$ cat config.mk
export PLATFORM = sky130hd
export DESIGN_NAME = flash_pe_ctrl
export DESIGN_NICKNAME = d
export VERILOG_FILES = /design/src/rtl/flash_pe_pkg.sv /design/src/rtl/flash_pe_guard.sv /design/src/rtl/flash_pe_engine.sv /design/src/rtl/flash_pe_array.sv /design/src/rtl/flash_pe_ctrl.sv
export SDC_FILE = /design/constraint.sdc
export NUM_CORES = 1
export LEC_CHECK = 0
export ABC_AREA = 0
export BUFFER_PORTS_ARGS = -buffer_cell sky130_fd_sc_hd__buf_2
export CORE_UTILIZATION = 35
export DETAILED_ROUTE_END_ITERATION = 10
export PLACE_DENSITY = 0.57
export SETUP_SLACK_MARGIN = 0.05
export SYNTH_ARGS = -nofsm -noshare
export SYNTH_HDL_FRONTEND = slang
export SYNTH_SLANG_ARGS = --single-unit
$ cat constraint.sdc
create_clock -name clk -period 3.6 [get_ports clk]
set_input_delay 0.54 -clock clk [delete_from_list [all_inputs] [get_ports clk]]
set_output_delay 0.54 -clock clk [all_outputs]
set_load 0.02 [all_outputs]
$ cat src/rtl/flash_pe_pkg.sv
// Shared types and register layout for the flash program/erase controller.
package flash_pe_pkg;

    typedef enum logic [1:0] {OP_NONE, OP_PAGE, OP_BLOCK, OP_PROG} op_e;
    typedef enum logic [1:0] {ST_IDLE, ST_ERASE, ST_PROG} st_e;

    localparam logic [2:0] RI_CTRL  = 3'd0;
    localparam logic [2:0] RI_STAT  = 3'd1;
    localparam logic [2:0] RI_SECT  = 3'd2;
    localparam logic [2:0] RI_IADDR = 3'd3;
    localparam logic [2:0] RI_IDATA = 3'd4;

    localparam int CB_PROG  = 0;
    localparam int CB_PAGE  = 1;
    localparam int CB_BLOCK = 2;

    localparam int SB_EERR = 2;
    localparam int SB_PERR = 3;

endpackage

$ cat src/rtl/flash_pe_guard.sv
// Protection guard: decodes the active mode into an operation and
// decides whether the request is refused. Purely combinational.
// Assumes PAGES/SECTORS is a power of two and SECTORS >= 2.
module flash_pe_guard
    import flash_pe_pkg::*;
#(
    parameter int PAGES   = 8,
    parameter int SECTORS = 4,
    localparam int PG_IW  = $clog2(PAGES),
    localparam int SEC_IW = $clog2(SECTORS)
) (
    input  logic [2:0]       mode,
    input  logic             trig_main,
    input  logic             trig_info,
    input  logic [PG_IW-1:0] page,
    input  logic             aligned_word,
    input  logic             info_blk,
    input  logic [SECTORS-1:0] sect_we,
    input  logic [PG_IW:0]   boot_pages,
    input  logic             write_protect,
    output op_e              op,
    output logic             erase_err,
    output logic             prog_err
);
    localparam int PPS_SH = $clog2(PAGES / SECTORS);

    logic [SEC_IW-1:0] sector;
    logic in_boot, sec_en, all_en, boot_def;

    // Locate the page's sector and boot membership.
    always_comb begin
        sector   = SEC_IW'(page >> PPS_SH);
        sec_en   = sect_we[sector];
        all_en   = &sect_we;
        boot_def = (boot_pages != '0);
        in_boot  = ({1'b0, page} < boot_pages);
    end

    // Pick the operation by priority and apply its refusal rules.
    always_comb begin
        op        = OP_NONE;
        erase_err = 1'b0;
        prog_err  = 1'b0;
        if (trig_main || trig_info) begin
            if (mode[CB_BLOCK]) begin
                op        = OP_BLOCK;
                erase_err = write_protect | ~all_en | boot_def;
            end else if (mode[CB_PAGE]) begin
                op        = OP_PAGE;
                erase_err = trig_info | write_protect | in_boot | ~sec_en;
            end else if (mode[CB_PROG]) begin
                op       = OP_PROG;
                prog_err = trig_info ? (write_protect | ~info_blk)
                                     : (write_protect | ~sec_en | in_boot | ~aligned_word);
            end
        end
    end
endmodule

$ cat src/rtl/flash_pe_engine.sv
// Operation sequencer: one active operation plus a one-word program
// holding buffer. Raises a commit strobe in the last busy cycle.
// Assumes a request is only taken when can_take is high.
module flash_pe_engine
    import flash_pe_pkg::*;
#(
    parameter int IW           = 5,
    parameter int DATA_W       = 16,
    parameter int ERASE_CYCLES = 6,
    parameter int PROG_CYCLES  = 3,
    localparam int MAXC = (ERASE_CYCLES > PROG_CYCLES) ? ERASE_CYCLES : PROG_CYCLES,
    localparam int CW   = $clog2(MAXC + 1)
) (
    input  logic              clk,
    input  logic              rst_n,
    input  logic              take,
    input  op_e               new_op,
    input  logic              new_info,
    input  logic [IW-1:0]     new_addr,
    input  logic [DATA_W-1:0] new_data,
    output logic              can_take,
    output logic              busy,
    output logic              full,
    output logic              cmt,
    output op_e               cmt_op,
    output logic              cmt_info,
    output logic [IW-1:0]     cmt_addr,
    output logic [DATA_W-1:0] cmt_data
);
    st_e               st;
    logic [CW-1:0]     cnt;
    op_e               a_op;
    logic              a_info, b_info;
    logic [IW-1:0]     a_addr, b_addr;
    logic [DATA_W-1:0] a_data, b_data;
    logic              done, free_next;

    // Acceptance rules: free engine, or park a program behind a program.
    always_comb begin
        done      = (st != ST_IDLE) && (cnt == '0);
        free_next = (st == ST_IDLE) || (done && !full);
        can_take  = free_next || (new_op == OP_PROG && st == ST_PROG && !full);
        busy      = (st != ST_IDLE) || full;
    end

    assign cmt      = done;
    assign cmt_op   = a_op;
    assign cmt_info = a_info;
    assign cmt_addr = a_addr;
    assign cmt_data = a_data;

    // Step the cycle counter, chain buffered words, start new requests.
    always_ff @(posedge clk) begin
        if (!rst_n) begin
            st     <= ST_IDLE;
            cnt    <= '0;
            full   <= 1'b0;
            a_op   <= OP_NONE;
            a_info <= 1'b0;
            a_addr <= '0;
            a_data <= '0;
            b_info <= 1'b0;
            b_addr <= '0;
            b_data <= '0;
        end else begin
            if (done) begin
                if (full) begin
                    a_op   <= OP_PROG;
                    a_info <= b_info;
                    a_addr <= b_addr;
                    a_data <= b_data;
                    cnt    <= CW'(PROG_CYCLES - 1);
                    full   <= 1'b0;
                    st     <= ST_PROG;
                end else begin
                    st <= ST_IDLE;
                end
            end else if (st != ST_IDLE) begin
                cnt <= cnt - 1'b1;
            end
            if (take) begin
                if (free_next) begin
                    a_op   <= new_op;
                    a_info <= new_info;
                    a_addr <= new_addr;
                    a_data <= new_data;
                    st     <= (new_op == OP_PROG) ? ST_PROG : ST_ERASE;
                    cnt    <= (new_op == OP_PROG) ? CW'(PROG_CYCLES - 1)
                                                  : CW'(ERASE_CYCLES - 1);
                end else begin
                    b_info <= new_info;
                    b_addr <= new_addr;
                    b_data <= new_data;
                    full   <= 1'b1;
                end
            end
        end
    end

    // the holding buffer is only occupied behind a running program.
    a_r3_full_needs_prog: assert property (@(posedge clk) disable iff (!rst_n)
        full |-> (st == ST_PROG));

    // an operation keeps its kind until its counter has run out.
    a_r2_op_held: assert property (@(posedge clk) disable iff (!rst_n)
        (st != ST_IDLE && cnt != '0) |=> (st == $past(st)));
endmodule

$ cat src/rtl/flash_pe_array.sv
// Behavioural flash storage: main block and two information blocks.
// Starts erased after reset; applies erase/program on the commit strobe.
module flash_pe_array
    import flash_pe_pkg::*;
#(
    parameter int DATA_W     = 16,
    parameter int PAGE_WORDS = 4,
    parameter int PAGES      = 8,
    parameter int INFO_WORDS = 4,
    parameter int IW         = 5,
    localparam int MAIN_WORDS = PAGES * PAGE_WORDS,
    localparam int MAIN_IW    = $clog2(MAIN_WORDS),
    localparam int INFO_IW    = $clog2(2 * INFO_WORDS)
) (
    input  logic               clk,
    input  logic               rst_n,
    input  logic               cmt,
    input  op_e                cmt_op,
    input  logic               cmt_info,
    input  logic [IW-1:0]      cmt_addr,
    input  logic [DATA_W-1:0]  cmt_data,
    input  logic [MAIN_IW-1:0] main_ra,
    output logic [DATA_W-1:0]  main_rd,
    input  logic [INFO_IW-1:0] info_ra,
    output logic [DATA_W-1:0]  info_rd
);
    logic [DATA_W-1:0] main_mem [MAIN_WORDS];
    logic [DATA_W-1:0] info_mem [2*INFO_WORDS];
    logic [MAIN_IW-1:0] m_idx;
    logic [INFO_IW-1:0] i_idx;

    assign m_idx   = cmt_addr[MAIN_IW-1:0];
    assign i_idx   = cmt_addr[INFO_IW-1:0];
    assign main_rd = main_mem[main_ra];
    assign info_rd = info_mem[info_ra];

    // Blank on reset, then erase to ones or AND-program on commit.
    always_ff @(posedge clk) begin
        if (!rst_n) begin
            for (int i = 0; i < MAIN_WORDS; i++) main_mem[i] <= '1;
            for (int i = 0; i < 2*INFO_WORDS; i++) info_mem[i] <= '1;
        end else if (cmt) begin
            case (cmt_op)
                OP_PAGE: for (int i = 0; i < MAIN_WORDS; i++)
                    if (i / PAGE_WORDS == int'(m_idx) / PAGE_WORDS) main_mem[i] <= '1;
                OP_BLOCK: begin
                    for (int i = 0; i < MAIN_WORDS; i++) main_mem[i] <= '1;
                    if (cmt_info)
                        for (int i = 0; i < 2*INFO_WORDS; i++)
                            if (i / INFO_WORDS == int'(i_idx[INFO_IW-1])) info_mem[i] <= '1;
                end
                OP_PROG:
                    if (cmt_info) info_mem[i_idx] <= info_mem[i_idx] & cmt_data;
                    else          main_mem[m_idx] <= main_mem[m_idx] & cmt_data;
                default: ;
            endcase
        end
    end
endmodule

$ cat src/rtl/flash_pe_ctrl.sv
// Top of the flash program/erase controller: CPU register file,
// request decode, guard, sequencer and behavioural array.
// Assumes boot_pages is held steady while an operation is running.
module flash_pe_ctrl
    import flash_pe_pkg::*;
#(
    parameter int DATA_W       = 16,
    parameter int PAGE_WORDS   = 4,
    parameter int PAGES        = 8,
    parameter int SECTORS      = 4,
    parameter int INFO_WORDS   = 4,
    parameter int ERASE_CYCLES = 6,
    parameter int PROG_CYCLES  = 3,
    localparam int MAIN_IW = $clog2(PAGES * PAGE_WORDS),
    localparam int INFO_IW = $clog2(2 * INFO_WORDS),
    localparam int PW_IW   = $clog2(PAGE_WORDS),
    localparam int PG_IW   = $clog2(PAGES),
    localparam int ADDR_W  = MAIN_IW + 1,
    localparam int IW      = (MAIN_IW > INFO_IW) ? MAIN_IW : INFO_IW
) (
    input  logic              clk,
    input  logic              rst_n,
    input  logic              cpu_valid,
    input  logic              cpu_write,
    input  logic              cpu_regsp,
    input  logic [ADDR_W-1:0] cpu_addr,
    input  logic              cpu_word,
    input  logic [DATA_W-1:0] cpu_wdata,
    output logic [DATA_W-1:0] cpu_rdata,
    output logic              cpu_ready,
    input  logic              write_protect,
    input  logic [PG_IW:0]    boot_pages
);
    logic [2:0]         ctrl;
    logic [SECTORS-1:0] sect_we;
    logic [INFO_IW-1:0] info_addr;
    logic               erase_err, prog_err;

    logic [2:0]         ridx;
    logic [MAIN_IW-1:0] word_idx;
    logic               wr, reg_wr, trig_main, trig_info, acc, take, refused;
    op_e                op;
    logic               g_eerr, g_perr;
    logic               can_take, busy, full, cmt, cmt_info;
    op_e                cmt_op;
    logic [IW-1:0]      cmt_addr, new_addr;
    logic [DATA_W-1:0]  cmt_data, main_rd, info_rd;

    // Decode the access into register writes and operation triggers.
    always_comb begin
        ridx      = cpu_addr[2:0];
        word_idx  = cpu_addr[ADDR_W-1:1];
        wr        = cpu_valid && cpu_write;
        reg_wr    = wr && cpu_regsp;
        trig_main = wr && !cpu_regsp;
        trig_info = reg_wr && (ridx == RI_IDATA);
        refused   = g_eerr || g_perr;
        cpu_ready = !((op != OP_NONE) && !refused && !can_take);
        acc       = cpu_valid && cpu_ready;
        take      = acc && (op != OP_NONE) && !refused;
        new_addr  = trig_info ? IW'(info_addr) : IW'(word_idx);
    end

    flash_pe_guard #(.PAGES(PAGES), .SECTORS(SECTORS)) u_guard (
        .mode(ctrl), .trig_main(trig_main), .trig_info(trig_info),
        .page(word_idx[MAIN_IW-1:PW_IW]), .aligned_word(cpu_word && !cpu_addr[0]),
        .info_blk(info_addr[INFO_IW-1]), .sect_we(sect_we), .boot_pages(boot_pages),
        .write_protect(write_protect), .op(op), .erase_err(g_eerr), .prog_err(g_perr)
    );

    flash_pe_engine #(.IW(IW), .DATA_W(DATA_W), .ERASE_CYCLES(ERASE_CYCLES),
                      .PROG_CYCLES(PROG_CYCLES)) u_engine (
        .clk(clk), .rst_n(rst_n), .take(take), .new_op(op), .new_info(trig_info),
        .new_addr(new_addr), .new_data(cpu_wdata), .can_take(can_take), .busy(busy),
        .full(full), .cmt(cmt), .cmt_op(cmt_op), .cmt_info(cmt_info),
        .cmt_addr(cmt_addr), .cmt_data(cmt_data)
    );

    flash_pe_array #(.DATA_W(DATA_W), .PAGE_WORDS(PAGE_WORDS), .PAGES(PAGES),
                     .INFO_WORDS(INFO_WORDS), .IW(IW)) u_array (
        .clk(clk), .rst_n(rst_n), .cmt(cmt), .cmt_op(cmt_op), .cmt_info(cmt_info),
        .cmt_addr(cmt_addr), .cmt_data(cmt_data), .main_ra(word_idx), .main_rd(main_rd),
        .info_ra(info_addr), .info_rd(info_rd)
    );

    // Control, enable and address registers; sticky write-one-to-clear errors.
    always_ff @(posedge clk) begin
        if (!rst_n) begin
            ctrl      <= '0;
            sect_we   <= '0;
            info_addr <= '0;
            erase_err <= 1'b0;
            prog_err  <= 1'b0;
        end else begin
            if (reg_wr && ridx == RI_CTRL)  ctrl      <= cpu_wdata[2:0];
            if (reg_wr && ridx == RI_SECT)  sect_we   <= cpu_wdata[SECTORS-1:0];
            if (reg_wr && ridx == RI_IADDR) info_addr <= cpu_wdata[INFO_IW-1:0];
            if (reg_wr && ridx == RI_STAT && cpu_wdata[SB_EERR]) erase_err <= 1'b0;
            if (reg_wr && ridx == RI_STAT && cpu_wdata[SB_PERR]) prog_err  <= 1'b0;
            if (acc && g_eerr) erase_err <= 1'b1;
            if (acc && g_perr) prog_err  <= 1'b1;
        end
    end

    // Read mux for registers and the main block.
    always_comb begin
        cpu_rdata = '0;
        if (!cpu_regsp) cpu_rdata = main_rd;
        else case (ridx)
            RI_CTRL:  cpu_rdata = DATA_W'(ctrl);
            RI_STAT:  cpu_rdata = DATA_W'({prog_err, erase_err, full, busy});
            RI_SECT:  cpu_rdata = DATA_W'(sect_we);
            RI_IADDR: cpu_rdata = DATA_W'(info_addr);
            RI_IDATA: cpu_rdata = info_rd;
            default:  cpu_rdata = '0;
        endcase
    end

    // a stall is only seen while the engine is occupied.
    a_r3_stall_only_busy: assert property (@(posedge clk) disable iff (!rst_n)
        (cpu_valid && !cpu_ready) |-> busy);

    // a main-block program never lands in the boot region.
    a_r8_boot_untouched: assert property (@(posedge clk) disable iff (!rst_n)
        (cmt && cmt_op == OP_PROG && !cmt_info)
        |-> ({1'b0, cmt_addr[MAIN_IW-1:PW_IW]} >= boot_pages));

    // a block erase only completes with no boot region defined.
    a_r5_block_no_boot: assert property (@(posedge clk) disable iff (!rst_n)
        (cmt && cmt_op == OP_BLOCK) |-> (boot_pages == '0));

    // error flags hold until written with a one.
    a_r11_eerr_sticky: assert property (@(posedge clk) disable iff (!rst_n)
        (erase_err && !(reg_wr && ridx == RI_STAT && cpu_wdata[SB_EERR])) |=> erase_err);
    a_r11_perr_sticky: assert property (@(posedge clk) disable iff (!rst_n)
        (prog_err && !(reg_wr && ridx == RI_STAT && cpu_wdata[SB_PERR])) |=> prog_err);
endmodule

# Word-level counts from Yosys, hierarchy flattened
# Memory sizes are Yosys's and may differ from the RTL's. A register that Yosys moved wholly into a read port is not among the register bits.
# Cells that the tools add are included.
# word_totals
input_bits	33
output_inout_bits	17
regBits	64
ram_bits	640
n_memories	2
wordCells	370
# memory_table
memory	depth	word_bits	rd	rd_ports_with_merged_regs	write_ports	line	source
u_array.main_mem	32	16	2	1	32	flash_pe_array.sv:27	logic [DATA_W-1:0] main_mem [MAIN_WORDS];
u_array.info_mem	8	16	2	2	8	flash_pe_array.sv:28	logic [DATA_W-1:0] info_mem [2*INFO_WORDS];
# classes
bitwise_logic	88
n_mux	200
magnitude_cmp	2
n_addsub	1
reduce_logical	46
eq_ne	16
# op_table
cell	count
$mux W16	79
$mux W1	89
$or A1 B1 Y1	81
$pmux W16 S5	1
$mux W5	7
$and A16 B16 Y16	2
$logic_not A32 Y1	1
$reduce_or A16 Y1	2
$mux W3	10
$mux W2	13
$logic_and A1 B1 Y1	22
$eq A3 B3 Y1 const A	4
$eq A2 B2 Y1 const B	4
$reduce_bool A2 Y1	4
$eq A2 B3 Y1 const A	2
$eq A3 B2 Y1 const B	2
$logic_not A1 Y1	6
$logic_not A3 Y1	2
$logic_or A1 B1 Y1	5
$not A1 Y1	5
$lt A3 B4 Y1	1
$reduce_and A4 Y1	1
$reduce_bool A4 Y1	1
$eq A1 B3 Y1 const A	1
other kinds (8)	8

# Depth between registers and ports, before layout
# Gate-level depths: netlist (run 1).
# logic_depth
ltp_word	21
ltp_mapped	10
depth_no_buf	8

# Modules after synthesis
# Synthesis (run 1) repeated with hierarchy kept, for this count alone.
# hier_totals
hier_cells	2991
area_unflattened_um2	37897.6
# modules_own_cells
module	cells_each	seq_area_each_um2	area_each_um2	instances
flash_pe_array	2457	19218.4	33823.7	1
flash_pe_engine	362	1041.0	2842.7	1
flash_pe_ctrl	144	240.2	1042.2	1
flash_pe_guard	28	0.0	188.9	1

# Least setup slack after synthesis (run 1)
# OpenSTA, ideal clock, no wires.
# synth_timing
kind	in2out
from	input port cpu_addr[1]
to	output port cpu_rdata[10]
required_ps	3060
arrival_ps	2873
n_path_buf	3
path_slack_ps	187
cell_stages	7
cell_sequence	clkbuf_1 > clkbuf_1 > buf_1 > mux4_2 > mux4_2 > a22oi_1 > o21ai_0
# synth_between
elab_chain_len	3
elab_cells_between_ends	8
cone_classes	4 x eq/ne; 2 x mux; 1 x reduce/logical; 1 x memory
# synth_lines
item	line	source
start, declared	flash_pe_ctrl.sv:26	input logic [ADDR_W-1:0] cpu_addr,
parallel branches: the longest is 2 deep, another holds $mem_v2 Z32 W16	-	
$mux W16 *	flash_pe_ctrl.sv:108	if (!cpu_regsp) cpu_rdata = main_rd;
end, declared	flash_pe_ctrl.sv:29	output logic [DATA_W-1:0] cpu_rdata,
# Mark *: on every way between the ends.

# Final worst setup path (run 1)
# layout_timing
from	input port cpu_addr[1]
to	output port cpu_rdata[1]
# Same word-level chain as after synthesis.

==> results by group, run 1 <==
Worst setup path
  • Max stage delay on crit path: roughly 0.52 ns
  • Critical Path Fanout Max: 18
  • Worst Path Class, Setup: input pin to output port
  • CP endpoint kind: output port
  • CP Buf/Inv Count: 4
  • CP arrival: 3.00 ns
  • Crit-path leading delay family: multiplexers
  • Cell Chain, Critical Path: buf_12 > buf_6 > mux4_2 > mux4_2 > a22oi_2 > buf_4 > o21ai_0 > buf_2
  • WP data required: approximately 3.1 ns
  • Worst setup SP type: input pin
  • CP dominant cell by count: mux4_2
  • Crit-path slowest cell: mux4_2

Outcome
  • Status: finished, final reports clean

Logic synthesis
  • Top_reg_cell synth: edfxtp_1
  • Syn nets: 2,542
  • Synth cell types: 68
  • Post-synth top area share: 53.3%
  • Synthesized instance count: roughly 2,500
  • Register area share after synthesis: 57.1%
  • Ys async rst share: 0%
  • Mapped Area: 0.0360 mm2
  • Yosys warns: 0
  • Flops & latches, synth: 707
  • Ranking of synthesized cells by area: edfxtp_1, mux4_2, nand2_1
  • Post-synth EDFFs: 640
  • Avg Synthesized Cell Area: between 10 and 15 um2
  • Cell taking the most area after synthesis: edfxtp_1

Floorplan
  • Die Footprint: approximately 0.10 mm2
  • Num rows: 117
  • Chip height: about 320 um
  • Area of the core: 0.102 mm2
  • Die Span X: approximately 320 um
  • I/O pin cnt: 50
  • Initial Util: 35.4%

Global route
  • Vias in the first global route: 24,400
  • First-pass GRT wire length: 174,000 um
  • Initial antenna violation count: 3
  • Largest net degree at the start of global routing: 46
  • Total Routing Usage GR: 23.3%
  • GRT Residual Overflow: 0

Place
  • Dpl ws: -0.160 ns
  • DP Wirelength: ~80,000 um
  • I/O Buffers: 49
  • RD Place Congestion: between 0.8 and 0.9

Pwr
  • Pwr/cell area: 414 mW/mm2
  • VDD IR max: about 0.00038 V
  • Leakage: ~10 nW
  • Total Power Consumption: 17.2 mW

Clocking
  • Root buf cell: clkbuf_16
  • Sink Count: 707
  • Max clock buf depth: 3
  • CTS Buf Count: 79
  • Worst-path clk slew: 0.06 ns
  • Post-CTS Setup Inserts: 0
  • CTS H-tree depth: 3
  • PostCTS Resize Cnt: 5
  • Worst skew pair latency: 0.64 ns
  • Hold_buf cts: 0
  • CTS tree: built

STA
  • Minimum clock period: 3.54 ns
  • Fmax: 0.282 GHz
  • Final max-slew violation count: 0
  • Worst-Margin Slew: 1.08 ns
  • Setup WS post-layout: between 0.05 and 0.06 ns
  • Unrepaired setup endpoints after global routing: no
  • Final setup violation count: 0
  • Slew headroom: 28.1%
  • Hold Violations, Final: 0
  • WHS: 0.183 ns
  • Setup Skew: 0.0332 ns
  • Tcrit/Tclk final: 98.5%
  • Setup tns final: 0 ns

Cells and area
  • Layout area overhead: 15.7%
  • Multi-input logic area: around 0.015 mm2
  • Antenna cells: 0
  • Final nets: 2,678
  • Register area: 0.0206 mm2
  • Fillers: 9,297
  • Layout cells sized above 1: 32.0%

Drt
  • Via count: about 24,000
  • DRT Pass-1 Iters: 8
  • Post-DRT Antenna Nets: 0
  • Initial DRC Count: 3,250
  • Remaining DRCs: 0
  • Wirelength per Cell: a little under 30 um
  • DRT Wirelength: 121,000 um
  • Vias per cell: 5.99

Run
  • Max Cap Viol: 0

Min path
  • Worst min-delay path category: input pin to flip-flop
==> layer usage <==
layer	share of wire (%)	up-vias	GRT usage [%]
met1	38	12600	30.3
li1	-	9949	-
met2	48	1509	38.6
met4	4.3	2	9.06
met3	9.6	255	4.17
met5	0.011	-	0
==> tightest hold or removal path: cells and delay by family <==
| family | cells | cell delay, ns |
|---|---|---|
| buffers and inverters | 1 | 0.09 |
| AND/OR/NAND/NOR | 1 | 0.07 |
| multiplexers | 1 | 0.06 |
==> cells in the final DEF, fill, tap and decap left out, types with 32 or more instances in the layout <==
master | netlist | final
buf_2 | 85 | 46
o21ai_0 | 70 | 32
o21ai_2 | 7 | 52
mux4_2 | 363 | 363
mux2i_1 | 81 | 81
nor2_1 | 94 | 94
buf_4 | 7 | 204
nand2_1 | 690 | 690
buf_12 | 0 | 32
clkbuf_16 | 0 | 82
edfxtp_1 | 640 | 640
a21oi_1 | 35 | 35
dfxtp_1 | 67 | 62
==> worst paths after layout <==
kind	start	to	slack, ns	depth (start not counted)
max	cpu_addr[1]	cpu_rdata[1]	0.06	8
min	cpu_wdata[12]	u_engine.b_data[12]$_SDFFE_PN0P_	0.18	3
max reg2reg	u_engine.cnt[0]$_SDFF_PN0_	u_array.main_mem[13][15]$_SDFFCE_PN1P_	0.40	10
min reg2reg	u_engine.b_addr[0]$_SDFFE_PN0P_	u_engine.b_addr[0]$_SDFFE_PN0P_	0.47	2
==> registers in the layout, indices dropped and copies added (netlist names), 4 cells and up, named ones only <==
register and cells:
u_array.info_mem 128, u_engine.cmt_data 16, sect_we 4, u_engine.b_addr 5, u_engine.b_data 16, u_engine.cmt_addr 5
u_array.main_mem 512
==> per-stage QoR <==
step | instances | instance area (um2) | utilization (%)
6_report | 4067 | 41700 | 40.9
5_1_grt | 4067 | 41700 | 40.9
4_1_cts | 4067 | 41700 | 40.9
3_5_place_dp | 3928 | 39300 | 38.6
3_3_place_gp | 3928 | 39300 | 38.6
2_1_floorplan | 2505 | 36000 | -
==> synth_stat cells (all sizes together), types with 2 or more instances <==
library cell / n
a32oi: 3
edfxtp: 640
nand2: 690
nor4: 3
a22o: 3
buf: 120
and3: 5
o21a: 3
or4: 2
mux2i: 81
o2bb2ai: 2
a211oi: 6
dfxtp: 67
nor3b: 3
nor2: 96
nor3: 7
a21boi: 2
nand4: 23
nor2b: 12
a221o: 2
o2111ai: 2
a21oi: 38
mux2: 20
nor4b: 2
or2: 6
o21bai: 2
nand2b: 11
o22ai: 3
nand3: 11
o31ai: 21
ha: 4
or3b: 3
o21ai: 85
mux4: 365
o221ai: 12
inv: 8
clkbuf: 108
a22oi: 19
==> final cells by class <==
class	count	area share, %
multi-input combinational	1561	35.0
inverter	9	0.0810
clock inverter	37	0.546
timing repair buffer	283	5.79
sequential	707	49.4
clock buffer	102	5.13
tap	1368	4.11
==> power breakdown <==
part	switching (mW)	leakage, nW	internal (mW)
Combinational	0.545	4.19	0.230
Clock	3.31	1.13	4.25
Sequential	0.00389	4.87	8.91
==> kinds of logic after synthesis <==
family	after synthesis	share of synthesized area, %
AND/OR/NAND/NOR	878	9.88
flip-flops	707	57.1
multiplexers	466	25.7
buffers and inverters	237	3.00
AO/OA/AOI/OAI	213	4.19
adder cells (fa/ha/maj)	4	0.139
Note: power is estimated with default switching activity, not from simulation.
==> run 2, diff against run 1 <==
Settings changed: BUFFER_PORTS_ARGS -buffer_cell sky130_fd_sc_hd__buf_2 to unset, DONT_BUFFER_PORTS set to 1, GPL_TIMING_DRIVEN set to 0.
==> run 2 against run 1 <==
Against the previous run: the flow now finishes with violations (max-capacitance violations, max-slew violations); cell area rose by 0.45%; clock skew is 0.0026 ns higher; first-iteration DRC count grew 34%; sequential cell count unchanged; wire length up 11%; combinational power is 3.1% higher; critical endpoint is now u_array.main_mem[21][6]$_SDFFCE_PN1P_; largest power group unchanged; highest routed layer unchanged.
==> results by group, run 2 (synthesized netlist as in run 1, its figures left out) <==
Outcome
  • Status: finished with violations
  • Failing checks: max-capacitance violations, max-slew violations

Cells and area
  • Layout area overhead: 16.2%
  • Register area: 0.0206 mm2
  • Multi-input logic area: 0.0149 mm2
  • Non-Filler Instances: 4,065
  • Most frequent cells in the layout: nand2_1, edfxtp_1, mux4_2
  • Largest Register: u_array.main_mem
  • Final nets: between 2,000 and 3,000
  • Fillers: 9,338
  • Final instance area: 0.0419 mm2
  • Most common cell after layout, fill and taps aside: nand2_1
  • Layout cells sized above 1: between 30% and 40%
  • Final core occ: 41.1%
  • Biggest regs: u_array.main_mem x512, u_array.info_mem x128
  • Max reg flops: 512

Run
  • Max Cap Viol: 1

Worst setup path
  • Crit-path slowest cell: a211oi_1
  • CP dominant cell by count: buf_2
  • CP Buf/Inv Count: 5
  • Worst Path Class, Setup: flip-flop to flip-flop
  • Cell Chain, Critical Path: buf_2 > buf_4 > clkbuf_2 > buf_8 > mux4_2 > a211oi_1 > a21oi_1 > o21ai_1 > buf_2 > nand2_1
  • Critical Path Fanout Max: 10
  • Max stage delay on crit path: 0.54 ns
  • WP data required: just under 4 ns
  • CP endpoint kind: flip-flop
  • CP arrival: 3.97 ns
  • Worst setup SP type: flip-flop
  • Crit-path leading delay family: buffers and inverters

Place
  • RD Place Congestion: 0.955
  • I/O Buffers: 0
  • Post-Place Cells: ~4,000
  • DP Wirelength: 96,700 um
  • Dpl ws: -1.78 ns
  • DP Area: 0.0385 mm2

STA
  • Fmax: 0.278 GHz
  • Setup Skew: 0.0358 ns
  • Final max-slew violation count: 6
  • Hold Violations, Final: 0
  • Worst-Margin Slew: 1.58 ns
  • Minimum clock period: 3.59 ns
  • Final setup violation count: 0
  • WHS: 0.0368 ns
  • Slew headroom: -5.97%
  • Setup WS post-layout: 0.00676 ns
  • Unrepaired setup endpoints after global routing: no
  • Tcrit/Tclk final: 99.8%
  • Setup tns final: 0 ns

Clocking
  • Worst skew pair latency: 0.67 ns
  • Root buf cell: clkbuf_16
  • Worst-path clk slew: 0.06 ns
  • CTS H-tree depth: 3
  • Sink Count: 707
  • CTS tree: built
  • CTS Buf Count: just under 80
  • Max clock buf depth: 3
  • Hold_buf cts: 0

Drt
  • Via count: ~25,000
  • Initial DRC Count: 4,340
  • Post-DRT Antenna Nets: 0
  • Wirelength per Cell: 33.2 um
  • DRT Wirelength: 135,000 um
  • DRT Pass-1 Iters: 6
  • Remaining DRCs: 0
  • Vias per cell: about 6.2

Floorplan
  • Initial Util: 35.4%
  • Chip height: 323 um
  • Die Span X: approximately 320 um
  • I/O pin cnt: 50
  • Num rows: roughly 120
  • Area of the core: between 0.1 and 0.15 mm2
  • Die Footprint: 0.104 mm2

Pwr
  • Sequential power share: around half
  • Internal: ~14 mW
  • Switching Share: a little under a quarter
  • Logic pwr share: 4.5%
  • Pwr/cell area: 426 mW/mm2
  • Switching power: a little over 4 mW
  • Clk pwr share: 45.6%
  • Total Power Consumption: between 15 and 20 mW
  • VDD IR max: 0.000320 V
  • Leakage: 10.1 nW

Global route
  • First-pass GRT wire length: 188,000 um
  • Initial antenna violation count: 4
  • Largest net degree at the start of global routing: 17
  • GRT Residual Overflow: 0
  • Vias in the first global route: 25,000
  • Total Routing Usage GR: 25.9%

Min path
  • Worst min-delay path category: input pin to flip-flop
[run 2: power by group through the flow]
stage | clock network [mW] | registers (mW) | logic (mW)
floorplan | 0 | 9.10 | 0.360
CTS | 8.14 | 8.91 | 0.778
finish | 8.14 | 8.91 | 0.799
global placement | 0 | 9.12 | 0.631
detailed placement | 0 | 9.09 | 0.735
global route | 8.42 | 8.91 | 0.814
[run 2: final cells by class]
cell class,instances,share of cell area (%)
inverters,9,0.0807
diodes,4,0.0239
clock buffers,102,5.00
multi-input cells,1561,35.7
repair buffers,44,1.70
clock inverters,43,1.03
plain buffers,227,3.30
flip-flops and latches,707,49.1
well taps,1368,4.09
[run 2: path summary, 6_finish.rpt]
check | depth (start not counted) | startpoint | slack (ns) | endpoint
hold / removal | 2 | cpu_wdata[15] | 0.04 | u_engine.b_data[15]$_SDFFE_PN0P_
setup / recovery | 10 | u_engine.cmt_addr[1]$_SDFF_PN0_ | 0.007 | u_array.main_mem[21][6]$_SDFFCE_PN1P_
setup reg to reg | 10 | u_engine.cmt_addr[1]$_SDFF_PN0_ | 0.007 | u_array.main_mem[21][6]$_SDFFCE_PN1P_
hold reg to reg | 2 | u_engine.b_addr[0]$_SDFFE_PN0P_ | 0.46 | u_engine.b_addr[0]$_SDFFE_PN0P_
[run 2: what timing repair did]
action / 4_1_cts / 5_1_grt
pin swaps: 6 / 4
endpoints found under the setup margin: 1159 / 563
resized for setup: 248 / 60
buffers inserted: 0 / 4
[run 2: metal layers]
metal  global-route usage [%]  up-vias  wire length (um)
li1                         -     9946                 -
met1                     32.6    12900             47700
met2                     41.0     1892             63000
met3                     6.41      407             15900
met4                     13.9        2              8210
met5                     1.16        -               168
